File: src/rtl/bfx_pkg.sv
package bfx_pkg;
  typedef enum logic [2:0] {
    BF_TST  = 3'd0,
    BF_EXTU = 3'd1,
    BF_CHG  = 3'd2,
    BF_EXTS = 3'd3,
    BF_CLR  = 3'd4,
    BF_FFO  = 3'd5,
    BF_SET  = 3'd6,
    BF_INS  = 3'd7
  } bf_op_e;

  // extension word field positions
  localparam int EXT_W      = 16;
  localparam int EXT_WID_LO = 0;
  localparam int EXT_WREG   = 5;
  localparam int EXT_OFF_LO = 6;
  localparam int EXT_OREG   = 11;
  localparam int EXT_IDX_LO = 12;
  localparam int IDX_W      = 3;
endpackage

File: src/rtl/bfx_decode.sv
module bfx_decode #(
  parameter int DATA_W = 32,
  localparam int POS_W = $clog2(DATA_W),
  localparam int CNT_W = POS_W + 1
) (
  input  logic [bfx_pkg::EXT_W-1:0] ext,
  output logic [POS_W-1:0]          off,
  output logic [CNT_W-1:0]          wid,
  output logic [bfx_pkg::IDX_W-1:0] sidx,
  output logic                      imm_ok
);
  import bfx_pkg::*;

  logic [POS_W-1:0] wcode;

  always_comb begin
    off    = ext[EXT_OFF_LO +: POS_W];
    wcode  = ext[EXT_WID_LO +: POS_W];
    wid    = (wcode == '0) ? CNT_W'(DATA_W) : {1'b0, wcode};
    sidx   = ext[EXT_IDX_LO +: IDX_W];
    imm_ok = !ext[EXT_OREG] && !ext[EXT_WREG];
  end
endmodule

File: src/rtl/bfx_mask.sv
module bfx_mask #(
  parameter int DATA_W = 32,
  localparam int POS_W = $clog2(DATA_W),
  localparam int CNT_W = POS_W + 1
) (
  input  logic [POS_W-1:0]  off,
  input  logic [CNT_W-1:0]  wid,
  output logic [DATA_W-1:0] mask
);
  localparam logic [DATA_W-1:0] ALL = '1;

  function automatic logic [DATA_W-1:0] rot_r(logic [DATA_W-1:0] v, logic [POS_W-1:0] s);
    logic [2*DATA_W-1:0] t;
    t = {v, v} >> s;
    return t[DATA_W-1:0];
  endfunction

  always_comb mask = rot_r(~(ALL >> wid), off);
endmodule

File: src/rtl/bfx_datapath.sv
module bfx_datapath #(
  parameter int DATA_W = 32,
  localparam int POS_W = $clog2(DATA_W),
  localparam int CNT_W = POS_W + 1
) (
  input  bfx_pkg::bf_op_e   op,
  input  logic [POS_W-1:0]  off,
  input  logic [CNT_W-1:0]  wid,
  input  logic [DATA_W-1:0] mask,
  input  logic [DATA_W-1:0] dst,
  input  logic [DATA_W-1:0] src,
  output logic [DATA_W-1:0] left,
  output logic [DATA_W-1:0] dst_nx,
  output logic [DATA_W-1:0] src_nx,
  output logic              dst_we,
  output logic              src_we,
  output logic              flag_n,
  output logic              flag_z
);
  import bfx_pkg::*;
  localparam logic [DATA_W-1:0] ALL = '1;

  function automatic logic [DATA_W-1:0] rot_l(logic [DATA_W-1:0] v, logic [POS_W-1:0] s);
    logic [2*DATA_W-1:0] t;
    t = {v, v} << s;
    return t[2*DATA_W-1:DATA_W];
  endfunction

  function automatic logic [DATA_W-1:0] rot_r(logic [DATA_W-1:0] v, logic [POS_W-1:0] s);
    logic [2*DATA_W-1:0] t;
    t = {v, v} >> s;
    return t[DATA_W-1:0];
  endfunction

  // leading zeros of a left-justified field, capped at its width
  function automatic logic [CNT_W-1:0] lead_zeros(logic [DATA_W-1:0] v, logic [CNT_W-1:0] w);
    logic [CNT_W-1:0] n;
    logic             hit;
    n   = '0;
    hit = 1'b0;
    for (int i = 0; i < DATA_W; i++) begin
      if (!hit && (CNT_W'(i) < w)) begin
        if (v[DATA_W-1-i]) hit = 1'b1;
        else               n   = n + 1'b1;
      end
    end
    return n;
  endfunction

  logic [CNT_W-1:0]         rsh;
  logic [DATA_W-1:0]        ins_left;
  logic [DATA_W-1:0]        flag_src;
  logic signed [DATA_W-1:0] left_s;

  always_comb begin
    rsh      = CNT_W'(DATA_W) - wid;
    left     = rot_l(dst & mask, off);
    left_s   = left;
    ins_left = (src & ~(ALL << wid)) << rsh;
    flag_src = (op == BF_INS) ? ins_left : left;
    flag_n   = flag_src[DATA_W-1];
    flag_z   = (flag_src == '0);

    dst_nx = dst;
    src_nx = src;
    dst_we = 1'b0;
    src_we = 1'b0;
    unique case (op)
      BF_TST: ;
      BF_EXTU: begin src_nx = left >> rsh;            src_we = 1'b1; end
      BF_EXTS: begin src_nx = DATA_W'(left_s >>> rsh); src_we = 1'b1; end
      BF_FFO: begin
        src_nx = DATA_W'(off) + DATA_W'(lead_zeros(left, wid));
        src_we = 1'b1;
      end
      BF_CHG: begin dst_nx = dst ^ mask;  dst_we = 1'b1; end
      BF_CLR: begin dst_nx = dst & ~mask; dst_we = 1'b1; end
      BF_SET: begin dst_nx = dst | mask;  dst_we = 1'b1; end
      BF_INS: begin
        dst_nx = (dst & ~mask) | rot_r(ins_left, off);
        dst_we = 1'b1;
      end
      default: ;
    endcase
  end
endmodule

File: src/rtl/bfx_unit.sv
module bfx_unit #(
  parameter int DATA_W = 32,
  localparam int POS_W = $clog2(DATA_W),
  localparam int CNT_W = POS_W + 1
) (
  input  logic              clk,
  input  logic              rst_n,
  input  logic              start_i,
  input  logic [2:0]        opc_i,
  input  logic [15:0]       ext_i,
  input  logic [DATA_W-1:0] dst_i,
  input  logic [DATA_W-1:0] src_i,
  output logic              done_o,
  output logic [DATA_W-1:0] dst_o,
  output logic              dst_we_o,
  output logic [DATA_W-1:0] src_o,
  output logic              src_we_o,
  output logic [2:0]        src_idx_o,
  output logic              flag_n_o,
  output logic              flag_z_o,
  output logic              flag_v_o,
  output logic              flag_c_o,
  output logic              unsup_o
);
  import bfx_pkg::*;

  logic [POS_W-1:0]  off_w;
  logic [CNT_W-1:0]  wid_w;
  logic [2:0]        sidx_w;
  logic              imm_ok_w;
  logic [DATA_W-1:0] mask_w;
  logic [DATA_W-1:0] left_w;
  logic [DATA_W-1:0] dst_nx_w, src_nx_w;
  logic              dst_we_w, src_we_w, n_w, z_w;
  logic              accept_w;
  bf_op_e            op_w;

  assign op_w     = bf_op_e'(opc_i);
  assign accept_w = start_i && imm_ok_w;

  bfx_decode #(.DATA_W(DATA_W)) dec_i (
    .ext(ext_i), .off(off_w), .wid(wid_w), .sidx(sidx_w), .imm_ok(imm_ok_w)
  );

  bfx_mask #(.DATA_W(DATA_W)) msk_i (
    .off(off_w), .wid(wid_w), .mask(mask_w)
  );

  bfx_datapath #(.DATA_W(DATA_W)) dp_i (
    .op(op_w), .off(off_w), .wid(wid_w), .mask(mask_w),
    .dst(dst_i), .src(src_i), .left(left_w),
    .dst_nx(dst_nx_w), .src_nx(src_nx_w),
    .dst_we(dst_we_w), .src_we(src_we_w),
    .flag_n(n_w), .flag_z(z_w)
  );

  always_ff @(posedge clk or negedge rst_n) begin
    if (!rst_n) begin
      done_o    <= 1'b0;
      dst_we_o  <= 1'b0;
      src_we_o  <= 1'b0;
      unsup_o   <= 1'b0;
      dst_o     <= '0;
      src_o     <= '0;
      src_idx_o <= '0;
      flag_n_o  <= 1'b0;
      flag_z_o  <= 1'b0;
      flag_v_o  <= 1'b0;
      flag_c_o  <= 1'b0;
    end else begin
      done_o   <= start_i;
      dst_we_o <= accept_w && dst_we_w;
      src_we_o <= accept_w && src_we_w;
      unsup_o  <= start_i && !imm_ok_w;
      if (start_i) src_idx_o <= sidx_w;
      if (accept_w) begin
        dst_o    <= dst_nx_w;
        src_o    <= src_nx_w;
        flag_n_o <= n_w;
        flag_z_o <= z_w;
        flag_v_o <= 1'b0;
        flag_c_o <= 1'b0;
      end
    end
  end
endmodule

File: config.mk
export PLATFORM = sky130hd
export DESIGN_NAME = bfx_unit
export DESIGN_NICKNAME = d
export VERILOG_FILES = /design/src/rtl/bfx_pkg.sv /design/src/rtl/bfx_decode.sv /design/src/rtl/bfx_mask.sv /design/src/rtl/bfx_datapath.sv /design/src/rtl/bfx_unit.sv
export SDC_FILE = /design/constraint.sdc
export NUM_CORES = 1
export LEC_CHECK = 0
export BUFFER_PORTS_ARGS = -buffer_cell sky130_fd_sc_hd__clkbuf_2
export CAP_MARGIN = 20
export CORE_MARGIN = 2
export CORE_UTILIZATION = 69
export CTS_CLUSTER_SIZE = 40
export DETAILED_ROUTE_END_ITERATION = 6
export PLACE_DENSITY = 0.9
export SLEW_MARGIN = 20
export SYNTH_ARGS = -nofsm -noshare
export SYNTH_HDL_FRONTEND = slang
export SYNTH_SLANG_ARGS = --single-unit
File: constraint.sdc
create_clock -name clk -period 2.5 [get_ports clk]
set_clock_uncertainty 0.15 [all_clocks]
set_input_delay 0.25 -clock clk [delete_from_list [all_inputs] [get_ports clk]]
set_output_delay 0.25 -clock clk [all_outputs]
set_load 0.1 [all_outputs]
==> results of run 1 <==
logic make-up after synthesis:
group,after synthesis,share of synthesized area [%]
mux,411,22.6
flops,73,8.44
buf+inv,336,6.11
fa+ha+maj,139,8.06
other cells,1,0.0173
simple gates,1108,22.7
compound gates,882,24.5
xor+xnor,139,7.57
stage by stage:
step / util [%] / setup slack [ps] / hold WS (ps)
global placement: 95.3 / -17030 / 264
detailed placement: 95.3 / -20080 / 287
floorplan: - / -17610 / -196
==> results.toml, run 1 <==
[outcome]
outcome = "stopped before the end"
stop_stage = "4_1_cts"
error_line = "[ERROR DPL-0038] Utilization greater than 100%, impossible to legalize"

[floorplanning]
rows = 64
die_h_um = 181
io_pins = 161
die_w_um = 181
initial_utilization_pct = 70.4

[synthesis]
synth_area_leader_cell = "mux2i_1"
synth_top_flop_cell = "dfrtp_1"
post-synth-top-count-cell = "nand2_1"
syn_inst = 3089
synth-seq-cells = 73
ys_warn_count = 0
avgSynthCellArea_um2 = 7.01
synthTopCellsByArea = "mux2i_1 (12%), o21ai_0 (8.6%), dfrtp_1 (8.4%)"
synthTopCellsByCount = "nand2_1 (425), o21ai_0 (371), nor2_1 (356)"
synth-seq-area-share_pct = 8.44
yosysTopAreaCellShare_pct = 11.9
synth_area_mm2 = 0.0216
synth_edf_count = 0
synthArstFlopShare_pct = 100
yosysUniqueCellTypes = 98

[placed_design]
place_congestion = 1.27
placed_area_mm2 = 0.0293
post-dp-hpwl_mm = 92.7
port_buffers = 157
placed_cells = 4314

[clock_tree]
cts_resized = 828
clkSinkCount = 73
htreeDepth = 3
cts_root_buf = "clkbuf_16"
cts_hold_buf = 5
cts_made_buffers = 9
postCtsSetupRepairBufs = 157
cts_buffer_depth = 2
==> run 2, diff against run 1 <==
CORE_UTILIZATION = 40   (was 69)
CTS_CLUSTER_SIZE = not set   (was 40)
PLACE_DENSITY = not set   (was 0.9)
PLACE_DENSITY_LB_ADDON = 0.15   (was not set)
==> run 2 against run 1 <==
Compared with the run above:
- the flow now finishes, with violations (setup timing)
- area after synthesis is the same
- synthesized cell count is the same
==> results.toml, run 2 <==
[clock_tree]
clkSinkCount = 73
htreeDepth = 3
cts_root_buf = "clkbuf_16"
clk_pin_slew_ps = 70
cts_buffer_depth = 2
cts_made_buffers = 9
cts_tree = "done"
clock_latency_ps = 370

[finish]
stdcell_area_mm2 = 0.0340
drive_gt1_share_pct = 44.8
mostFrequentLayoutCells = "buf_4 (1061), nand2_1 (404), nor2_1 (321)"
reg_top3 = "dst_o x32, src_o x32, src_idx_o x3"
fill_cells = 4850
final_common_cell = "buf_4"
layout.nets = 4379
area_growth_pct = 57.1

[timing]
period_minus_slack_ps = 19600
fin_crit_sh_pct = 784
slew_viol_final = 0
slew_headroom_pct = 30.4
fmax_mhz = 51.0
hold_viol = 0
hold_slack_ps = 101
rsz0062_at_grt = "true"
max_slew.worst_pin.slew_ps = 1040
setup_viol = 66
worst_slack_ps = -17100

[drt]
drt-pass1-iter-count = 6
wl_per_cell_um = 21.9
num_vias = 28300
ant_nets = 0
drc = 0
drt_wl_total_mm = 107
drt_iter0_drc = 2436
viasPerCell = 5.83

[floorplanning]
initial_utilization_pct = 40.3
core_mm2 = 0.0537
rows = 85
die_w_um = 237
io_pins = 161
die_h_um = 237
die_area_mm2 = 0.0560

[global_route]
grt_max_degree = 74
grt_use_total_pct = 36.4
grt_pass1_wl_mm = 160
grt-ovfl-total = 0
grt_pass1_vias = 27500
antenna_found_initial = 2

[outcome]
violations = "setup timing"
outcome = "finished, violations left"

[power_and_ir_drop]
power_leakage_nw = 15.8
clock_power_share_pct = 5.8
switching_power_mw = 11.4
pwr-share-comb_pct = 87.7
peakVddDrop_v = 0.000568
p_per_area_mw_per_mm2 = 684
swShare_pct = 49.2
p_int_mw = 11.8
power.share.sequential_pct = 6.5

[synthesis]
synthTopCellsByArea = "mux2i_1 (12%), o21ai_0 (8.6%), dfrtp_1 (8.4%)"
synth_top_flop_cell = "dfrtp_1"
syn_inst = 3089
synth-seq-area-share_pct = 8.44
ys_warn_count = 0
avgSynthCellArea_um2 = 7.01
synth_edf_count = 0
yosysUniqueCellTypes = 98
synth_area_leader_cell = "mux2i_1"
synthArstFlopShare_pct = 100
synth_area_mm2 = 0.0216
synth-seq-cells = 73
post-synth-top-count-cell = "nand2_1"
yosysTopAreaCellShare_pct = 11.9
synthTopCellsByCount = "nand2_1 (425), o21ai_0 (371), nor2_1 (356)"

[placed_design]
placed_area_mm2 = 0.0307
place_congestion = 1.04
post-dp-hpwl_mm = 86.3
port_buffers = 157

[critical_path]
crit_family = "adder cells"
worstPathMaxFanout = 6
path_buf_inv = 9
endpoint_kind = "flop"
crit_type = "primary input to flop"
slowest_stage = "mux4_2"
critical-path-max-stage-delay_ps = 580
worstSetupStartpointType = "primary input"
required_ps = 2610
worst-endpoint-arrival_ps = 19700
crit_top_cell = "ha_4"

[flow_run]
cap_violations = 0

[hold_path]
min_path_type = "primary input to flop"
==> run 2: cell counts after synthesis <==
No cell type changed its count.
==> run 2: cell families (layout without fill, tap and decap cells) <==
logic type                 after synthesis  count (layout)  share of synthesized area, %
AOI/OAI and AO/OA                      882             882                          24.5
xor gates and xnor gates               139             139                          7.57
adders and majority gates              139             139                          8.06
buffers and inverters                  336            1406                          6.11
DFF                                     73              73                          8.44
muxes                                  411             411                          22.6
other                                    1               3                        0.0173
and+or+nand+nor                       1108            1108                          22.7
==> run 2: power groups by stage <==
stage	combinational (mW)	clock, mW	sequential (mW)
6_report	20.4	1.35	1.51
5_1_grt	21.8	1.41	1.54
4_1_cts	18.7	1.37	1.51
3_5_place_dp	16.9	0	1.54
3_3_place_gp	16.6	0	1.52
2_1_floorplan	8.30	0	3.08
==> run 2: repair_timing <==
item,in CTS,in global routing
hold buffers,7,0
setup buffers,70,33
endpoints found under the setup margin,66,66
resized for setup,313,255
pin swaps,103,121
hold endpoints to repair,78,0
gates cloned,0,0
==> run 2: layout make-up <==
cell class	instances	area [um2]	area share, %
well taps	696	871	2.56
clock buffers	9	225	0.662
clock inverters	7	58.8	0.173
flip-flops and latches	73	1830	5.37
multi-input cells	2681	21000	61.6
inverters	118	467	1.37
diodes	1	2.50	0.00736
repair buffers	1272	9600	28.2
==> run 2: worst paths after layout <==
check                                   from      endpoint  slack (ps)  cells after the start
worst min register to register      src_o[7]      src_o[7]         330                      2
worst max-delay path                ext_i[0]      src_o[3]      -17100                    115
worst max register to register  src_idx_o[1]  src_idx_o[1]        1570                      1
min in group asynchronous              rst_n     src_o[15]         420                      2
max in group asynchronous              rst_n     dst_o[15]        1120                      2
worst min-delay path                src_i[8]      src_o[8]         100                      3
==> run 2: metrics by stage <==
step                      TNS [ps]  util (%)  instances  total power [mW]  setup slack, ps
after global placement     -299230      57.1       4735              18.2           -17680
after floorplan            -246810         -       3090              11.4           -17610
final                      -245070      63.3       4857              23.3           -17100
after CTS                  -241230      61.0       4826              21.6           -16740
after detailed placement   -305750      57.1       4735              18.5           -18270
after global routing       -264750      63.3       4856              24.7           -18040
==> run 2: worst min-delay path, delay by kind of cell <==
kind,cells,cell delay [ps]
buffers and inverters,1,130
AO/OA/AOI/OAI,2,200
==> run 2: routing by layer <==
layer	track usage [%]	part of all wire (%)	vias to the layer above
li1	-	-	13300
met1	48.7	43	13600
met2	58.6	45	1178
met3	4.79	6.9	239
met4	16.1	5.1	0
met5	0	0	-
No activity file was read; power rests on OpenSTA's default activity.
==> run 3, diff against run 2 <==
clock period = 20.1 ns   (was 2.5 ns; I/O delays follow)
==> run 3 against run 2 <==
Compared with the run above:
- the run still ends with setup timing left
- combinational power down 90%
- worst hold slack better by 230 ps
- sequential share of layout area up 1.0 points
- global-route usage down 3.1 points
- power down 89%
- first-iteration DRC count down 5.0%
- non-clock buffer count down 568
- via count down 9.0%
- critical endpoint is now src_o[4]
==> results.toml, run 3 (synthesis results as in run 2) <==
[outcome]
outcome = "finished, violations left"
violations = "setup timing"

[timing]
max_slew.worst_pin.slew_ps = 1180
fin_crit_sh_pct = 107
worst_slack_ps = -1310
period_minus_slack_ps = 21410
hold_viol = 0
rsz0062_at_grt = "true"
fmax_mhz = 46.7
setup_viol = 6
fin_setup_tns_ps = -7420
slew_headroom_pct = 20.5
slew_viol_final = 0

[global_route]
grt_max_degree = 87
grt_pass1_wl_mm = 146
antenna_found_initial = 2
grt-ovfl-total = 0
grt_pass1_vias = 24600
grt_use_total_pct = 33.3

[power_and_ir_drop]
pwr-share-comb_pct = 84.8
p_per_area_mw_per_mm2 = 87.9
power_leakage_nw = 12.8
swShare_pct = 51.5
switching_power_mw = 1.29
clock_power_share_pct = 7.7
p_total_mw = 2.50
p_int_mw = 1.21
peakVddDrop_v = 0.0000592
power.share.sequential_pct = 7.5

[finish]
final_common_cell = "buf_4"
regArea_mm2 = 0.00183
multi_input_area_mm2 = 0.0199
layout.nets = 3811
area_growth_pct = 31.5
drive_gt1_share_pct = 31.8
fin_util_pct = 53.0
mostFrequentLayoutCells = "buf_4 (534), nand2_1 (411), nor2_1 (336)"
reg_top3 = "dst_o x32, src_o x32, src_idx_o x3"
fill_cells = 5304
stdcell_count = 4290

[clock_tree]
clkSinkCount = 73
cts_made_buffers = 9
cts_buffer_depth = 2
clk_pin_slew_ps = 70
cts_root_buf = "clkbuf_16"
clock_latency_ps = 370
htreeDepth = 3
cts_hold_buf = 0
cts_tree = "done"

[placed_design]
post-dp-hpwl_mm = 78.1
place_congestion = 0.980
port_buffers = 157
placed_cells = 4209

[critical_path]
worstSetupStartpointType = "primary input"
crit_top_cell = "ha_4"
slowest_stage = "mux4_2"
required_ps = 20200
worstPathMaxFanout = 9
worst-endpoint-arrival_ps = 21510
crit_type = "primary input to flop"
endpoint_kind = "flop"
critical-path-max-stage-delay_ps = 560

[floorplanning]
die_area_mm2 = 0.0560
io_pins = 161
die_w_um = 237
initial_utilization_pct = 40.3
core_mm2 = 0.0537
rows = 85
die_h_um = 237

[drt]
drt_iter0_drc = 2315
ant_nets = 0
drt_wl_total_mm = 97.1
drc = 0
wl_per_cell_um = 22.6
num_vias = 25700
drt-pass1-iter-count = 5
viasPerCell = 6.00

[hold_path]
min_path_type = "flop to flop"

[flow_run]
cap_violations = 0
[run 3: critical path: cells and delay by family]
kind,cells,cell delay [ps]
fa+ha+maj,20,5320
mux,11,2790
simple gates,31,3630
compound gates,31,5020
buf+inv,7,810
xor+xnor,12,1860
[run 3: power groups by stage]
stage / registers, mW / clock network (mW) / logic, mW
floorplan: 0.383 / 0 / 1.01
global placement: 0.189 / 0 / 1.81
detailed placement: 0.191 / 0 / 1.85
CTS: 0.188 / 0.196 / 1.98
global route: 0.191 / 0.200 / 2.28
finish: 0.188 / 0.192 / 2.12
[run 3: final timing paths]
path                       slack (ps)  depth (start not counted)      endpoint    startpoint
max in group asynchronous       17510                          1     dst_o[21]         rst_n
min reg2reg                       330                          2      dst_o[4]      dst_o[4]
min                               330                          2      dst_o[4]      dst_o[4]
max reg2reg                     19210                          1  src_idx_o[2]  src_idx_o[2]
min in group asynchronous        1620                          1     src_o[22]         rst_n
max                             -1310                        112      src_o[4]      ext_i[2]
[run 3: what timing repair did]
action	CTS	global route
resized for setup	180	116
endpoints found under the setup margin	6	6
buffers inserted	43	21
pin swaps	53	54
[run 3: cell type report]
| cell class | instances | share of cell area (%) |
|---|---|---|
| Inverter | 118 | 1.66 |
| Timing Repair Buffer | 704 | 17.8 |
| Sequential cell | 73 | 6.42 |
| Tap cell | 696 | 3.06 |
| Multi-Input combinational cell | 2681 | 69.8 |
| Clock inverter | 7 | 0.378 |
| Clock buffer | 9 | 0.791 |
| Antenna cell | 2 | 0.0176 |
[run 3: per-layer routing]
metal  vias up  wire length (um)  track usage (%)
met5         -                 0                0
met4         0              3970             12.7
met3       175              6050             3.79
met2      1037             44100             54.1
met1     12400             43000             45.4
li1      12100                 -                -
[run 3: stage by stage]
stage	worst slack (ps)	hold WS, ps	cell area, um2
final	-1310	328	28500
after detailed placement	-2460	320	26500
after global routing	-2330	356	28500
after floorplan	-1810	812	22100
after CTS	-1290	333	27700
after global placement	-1960	308	26400
